## src/rtl/prescaler_pkg.sv

```systemverilog
package prescaler_pkg;

    // Width of the divide code field; the factor is (2**CODE_W + 1) - code.
    localparam int CODE_W = 7;
    localparam int REG_W  = CODE_W + 1;
    localparam int CNT_W  = CODE_W + 1;

    // Operating mode of the control machine.
    typedef enum logic [0:0] {
        ST_BYPASS = 1'b0,
        ST_DIVIDE = 1'b1
    } psc_state_e;

    // Classification of one register access.
    typedef enum logic [2:0] {
        WR_NONE   = 3'd0,
        WR_ARM    = 3'd1,
        WR_HOLD   = 3'd2,
        WR_DISARM = 3'd3,
        WR_IGNORE = 3'd4
    } psc_wr_kind_e;

endpackage

```

## src/rtl/psc_write_decode.sv

```systemverilog
module psc_write_decode
    import prescaler_pkg::*;
(
    input  logic         wr_en,
    input  logic         wr_enable_bit,
    input  psc_state_e   state,
    output psc_wr_kind_e wr_kind
);

    always_comb begin
        wr_kind = WR_NONE;
        if (wr_en) begin
            unique case (state)
                ST_BYPASS: wr_kind = wr_enable_bit ? WR_ARM  : WR_IGNORE;
                ST_DIVIDE: wr_kind = wr_enable_bit ? WR_HOLD : WR_DISARM;
                default:   wr_kind = WR_NONE;
            endcase
        end
    end

endmodule

```

## src/rtl/psc_ctrl_fsm.sv

```systemverilog
module psc_ctrl_fsm
    import prescaler_pkg::*;
#(
    parameter int CW = CODE_W
) (
    input  logic          clk,
    input  logic          rst_n,
    input  psc_wr_kind_e  wr_kind,
    input  logic [CW-1:0] wr_code,
    output psc_state_e    state,
    output logic [CW-1:0] code,
    output logic          dividing,
    output logic          restart
);

    psc_state_e    state_q, state_d;
    logic [CW-1:0] code_q,  code_d;

    // Next-state and code-load decisions.
    always_comb begin
        state_d = state_q;
        code_d  = code_q;
        unique case (state_q)
            ST_BYPASS: begin
                if (wr_kind == WR_ARM) begin
                    state_d = ST_DIVIDE;
                    code_d  = wr_code;
                end
            end
            ST_DIVIDE: begin
                if (wr_kind == WR_DISARM) begin
                    state_d = ST_BYPASS;
                end
            end
            default: state_d = ST_BYPASS;
        endcase
    end

    // State register process.
    always_ff @(posedge clk or negedge rst_n) begin
        if (!rst_n) begin
            state_q <= ST_BYPASS;
            code_q  <= '0;
        end else begin
            state_q <= state_d;
            code_q  <= code_d;
        end
    end

    // Output process.
    always_comb begin
        state    = state_q;
        code     = code_q;
        dividing = 1'b0;
        restart  = 1'b0;
        unique case (state_q)
            ST_BYPASS: begin
                dividing = 1'b0;
                restart  = (wr_kind == WR_ARM);
            end
            ST_DIVIDE: begin
                dividing = 1'b1;
                restart  = (wr_kind == WR_DISARM);
            end
            default: begin
                dividing = 1'b0;
                restart  = 1'b1;
            end
        endcase
    end

endmodule

```

## src/rtl/psc_period_cnt.sv

```systemverilog
module psc_period_cnt #(
    parameter int CW = 8
) (
    input  logic          clk,
    input  logic          rst_n,
    input  logic          dividing,
    input  logic          restart,
    input  logic [CW-1:0] factor,
    output logic          tick
);

    logic [CW-1:0] cnt_q;
    logic [CW-1:0] last;
    logic          at_end;

    assign last   = factor - CW'(1);
    assign at_end = (cnt_q == last);

    always_ff @(posedge clk or negedge rst_n) begin
        if (!rst_n) begin
            cnt_q <= '0;
        end else if (restart || !dividing) begin
            cnt_q <= '0;
        end else if (at_end) begin
            cnt_q <= '0;
        end else begin
            cnt_q <= cnt_q + CW'(1);
        end
    end

    assign tick = !dividing || at_end;

endmodule

```

## src/rtl/sysclk_divider.sv

```systemverilog
module sysclk_divider
    import prescaler_pkg::*;
#(
    parameter int CODE_BITS = CODE_W
) (
    input  logic                 clk,
    input  logic                 rst_n,
    input  logic                 wr_en,
    input  logic [CODE_BITS:0]   wr_data,
    output logic [CODE_BITS:0]   rd_data,
    output logic                 tick
);

    localparam int                 CNTW    = CODE_BITS + 1;
    localparam logic [CNTW-1:0]    MAX_FAC = CNTW'((1 << CODE_BITS) + 1);

    psc_wr_kind_e          wr_kind;
    psc_state_e            state;
    logic [CODE_BITS-1:0]  code;
    logic                  dividing;
    logic                  restart;
    logic [CNTW-1:0]       factor;

    psc_write_decode u_dec (
        .wr_en         (wr_en),
        .wr_enable_bit (wr_data[CODE_BITS]),
        .state         (state),
        .wr_kind       (wr_kind)
    );

    psc_ctrl_fsm #(.CW(CODE_BITS)) u_fsm (
        .clk      (clk),
        .rst_n    (rst_n),
        .wr_kind  (wr_kind),
        .wr_code  (wr_data[CODE_BITS-1:0]),
        .state    (state),
        .code     (code),
        .dividing (dividing),
        .restart  (restart)
    );

    assign factor = MAX_FAC - {1'b0, code};

    psc_period_cnt #(.CW(CNTW)) u_cnt (
        .clk      (clk),
        .rst_n    (rst_n),
        .dividing (dividing),
        .restart  (restart),
        .factor   (factor),
        .tick     (tick)
    );

    assign rd_data = {dividing, code};

endmodule

```

## config.mk

```make
export PLATFORM = sky130hd
export DESIGN_NAME = sysclk_divider
export DESIGN_NICKNAME = d
export VERILOG_FILES = /design/src/rtl/prescaler_pkg.sv /design/src/rtl/psc_write_decode.sv /design/src/rtl/psc_ctrl_fsm.sv /design/src/rtl/psc_period_cnt.sv /design/src/rtl/sysclk_divider.sv
export SDC_FILE = /design/constraint.sdc
export NUM_CORES = 1
export LEC_CHECK = 0
export BUFFER_PORTS_ARGS = -buffer_cell sky130_fd_sc_hd__buf_4
export CAP_MARGIN = 20
export CORE_MARGIN = 2
export CORE_UTILIZATION = 50
export CTS_BUF_LIST = sky130_fd_sc_hd__clkbuf_2 sky130_fd_sc_hd__clkbuf_4 sky130_fd_sc_hd__clkbuf_8
export CTS_CLUSTER_SIZE = 14
export DETAILED_ROUTE_END_ITERATION = 10
export PLACE_DENSITY = 0.68
export SLEW_MARGIN = 20
export SYNTH_ARGS = -nofsm -noshare
export SYNTH_HDL_FRONTEND = slang
export SYNTH_HIERARCHICAL = 1
export SYNTH_SLANG_ARGS = --single-unit
```

## constraint.sdc

```tcl
create_clock -name clk -period 2.7 [get_ports clk]
set_clock_uncertainty 0.1 [all_clocks]
set_input_delay 0.27 -clock clk [delete_from_list [all_inputs] [get_ports clk]]
set_output_delay 0.27 -clock clk [all_outputs]
set_load 0.1 [all_outputs]
```

==> run_results.csv <==
group,metric,value,unit
place,port_buffers,19,
grt,antenna_found_initial,0,
yosys,synth_seq_area_share,33.8,%
yosys,synth.top_cell.area_share,33.8,%
floorplan,core_area,2230,sq um
cells_and_area,layout.cells.non_filler,181,
drt,postRouteWirelength,2490,microns
setup_path,r2r_slack,460,ps
floorplan,start_util,53.1,%
clock_network,clk_path_buf_depth,2,
timing,final_hold_viol_count,0,
drt,vias,963,
timing,fin_crit_sh,102,%
grt,grt_pass1_wl,4220,microns
yosys,syn_avg_cell_area,9.33,sq um
cells_and_area,drive_gt1_share,41.8,%
setup_path,arrival,2390,ps
flow_run,drv_cap,0,
yosys,yosys_warnings,6,
drt,first_iter_violations,24,
setup_path,cpMostUsedCell,"nor3_4",
yosys,yosysTopAreaCell,"dfrtp_1",
grt,grtUsageTotal,20.8,%
clock_network,insertion_delay,280,ps
yosys,syn_area,1180,sq um
floorplan,io-pin-count,20,
timing,min_period,2760,ps
min_path,whs_path_depth,2,
setup_path,start_kind,"flip-flop",
yosys,synth_seq_cells,16,
place,hpwl,1840,microns
drt,dr.pass1.iters,4,
place,place_ws,49.1,ps
cells_and_area,nFillCells,178,
grt,grt_start_max_net_pins,17,
yosys,async_flop_share,100,%
timing,fmax,363,MHz
yosys,syn-num-nets,142,
place,place.gp.congestion,0.914,
min_path,min_from,"wr_data[4]",
setup_path,slowest_stage,"dfrtp_4",
yosys,netlist_top_cells_area,"dfrtp_1, xnor2_1, mux2_2, xor2_1, a21oi_1",
floorplan,rows,17,
grt,overflow,0,
cells_and_area,diodes,0,
timing,rsz0062_at_grt,"true",
drt,drcViolationCount,0,
yosys,post-synth-top-count-cell,"dfrtp_1",
grt,grt_pass1_vias,940,
yosys,synth-edff-count,0,
setup_path,cp_cell_sequence,"nor3_4, xnor2_2, xor2_1, nor2_1, o311a_1, nor3_4, a21bo_4, buf_12",
drt,avgViaCountPerCell,5.32,
yosys,ys_types,37,
yosys,syn-instance-count,127,
setup_path,crit_required,2330,ps
outcome,outcome,"finished, violations left",
floorplan,die_h,52.7,microns
clock_network,clkSinkCount,16,
timing,tightest_slew,524,ps
cells_and_area,postLayoutCellArea,1540,sq um
min_path,worstHoldPathType,"in -> reg",
setup_path,cpPeakStageDelay,520,ps
min_path,min_to,"u_fsm/code[4]",
setup_path,path_class,"reg -> out",
cells_and_area,fin_nets,169,
place,post-place-cells,172,
setup_path,worstPathMaxFanout,3,
yosys,ys.flop_type,"dfrtp_1",
outcome,violations,"negative setup slack",
setup_path,r2r_cells,8,
setup_path,end_kind,"primary output",
floorplan,fp.dieW,52.7,microns
timing,fin_ws,-56.7,ps
drt,wire_per_inst,13.8,microns
timing,drv_slew,0,
clock_network,cts_tree,"built",
setup_path,timing.rr.start,"u_fsm/code[1]",
floorplan,die_area,2780,sq um
setup_path,reg2reg_to,"u_cnt/cnt_q[5]",
timing,setup_viol,1,
place,placed_area,1400,sq um
clock_network,numCtsBuffers,3,
timing,max_slew_margin,64.9,%
cells_and_area,syn2layout_area_growth,30.1,%
clock_network,cts-htree-levels,1,
yosys,synthTopCellsByCount,"dfrtp_1, a21oi_1, nand2_1, xnor2_1, xor2_1",
clock_network,clk_pin_slew,90,ps
drt,ant_nets,0,
clock_network,cts-root-buf,"clkbuf_4",
area by class of cell:
cell class	count	area [sq um]	share of cell area (%)
inverter	9	36.3	2.35
timing repair buffer	29	233	15.1
sequential	16	414	26.9
multi-input combinational	95	787	51.1
clock buffer	4	36.3	2.35
tap	28	35.0	2.27
cells in the final DEF (no fill, tap or decap), drive strengths merged, types with 2 or more instances in the layout:
master	netlist	routed
nor2b	4	4
nor2	4	4
xor2	9	9
dfrtp	16	16
o21bai	2	2
a21oi	11	11
ha	4	4
nand2b	3	3
nand3	4	4
nor4	3	3
xnor2	11	11
and2	3	3
buf	4	28
nand4	2	2
clkbuf	3	4
nor3	5	5
and3	2	2
mux2	7	7
nand2	12	12
inv	9	9
through the flow:
stage | TNS, ps | hold WS, ps | utilization (%)
floorplan | -66.8 | -126 | -
global placement | 0 | 37.6 | 62.6
detailed placement | 0 | 39.4 | 62.6
CTS | -34.1 | 110 | 67.0
global route | -257 | 100 | 69.0
finish | -56.7 | 116 | 69.0
worst max-delay path: cells and delay by family (launching register included):
kind / cells / cell delay, ps
AND/OR/NAND/NOR: 3 / 550
buffers and inverters: 1 / 170
flip-flops: 1 / 520
XOR/XNOR: 2 / 350
AO/OA/AOI/OAI: 2 / 510
what timing repair did:
action | CTS | global route
endpoints found under the hold margin | 16 | 0
setup endpoints to repair | 1 | 1
setup buffers | 3 | 1
gates resized for setup | 6 | 7
pin swaps | 7 | 7
hold buffers | 1 | 0
worst max path at each step:
stage	startpoint	end	slack, ps	cells past startpoint
after floorplan	u_fsm/code[1]	tick	-70	10
after global placement	u_fsm/code[2]	tick	90	11
after detailed placement	u_fsm/code[2]	tick	50	11
after CTS	u_fsm/code[1]	tick	-30	8
after global routing	u_fsm/code[1]	tick	-260	12
final	u_fsm/code[1]	tick	-60	8
flip-flops by register name, summed over array words and instances, names as in the netlist:
register	flops
u_cnt/cnt_q	8
u_fsm/code	7
u_fsm/state	1
per-layer routing:
layer,GRT usage (%),part of all wire (%)
met3,2.86,1.8
met4,5.56,0.36
met2,35.2,53
met5,0,0
met1,27.7,45
kinds of logic after synthesis:
kind of cell | synth area share (%)
and+or+nand+nor | 23.8
xor gates and xnor gates | 14.8
AOI/OAI and AO/OA | 9.61
buffers and inverters | 6.34
DFF | 33.8
muxes | 7.50
adders and majority gates | 4.22
Power is left out: the tool's default activity adds up to more than one toggle a clock period on the data nets, which glitch-free logic cannot reach.
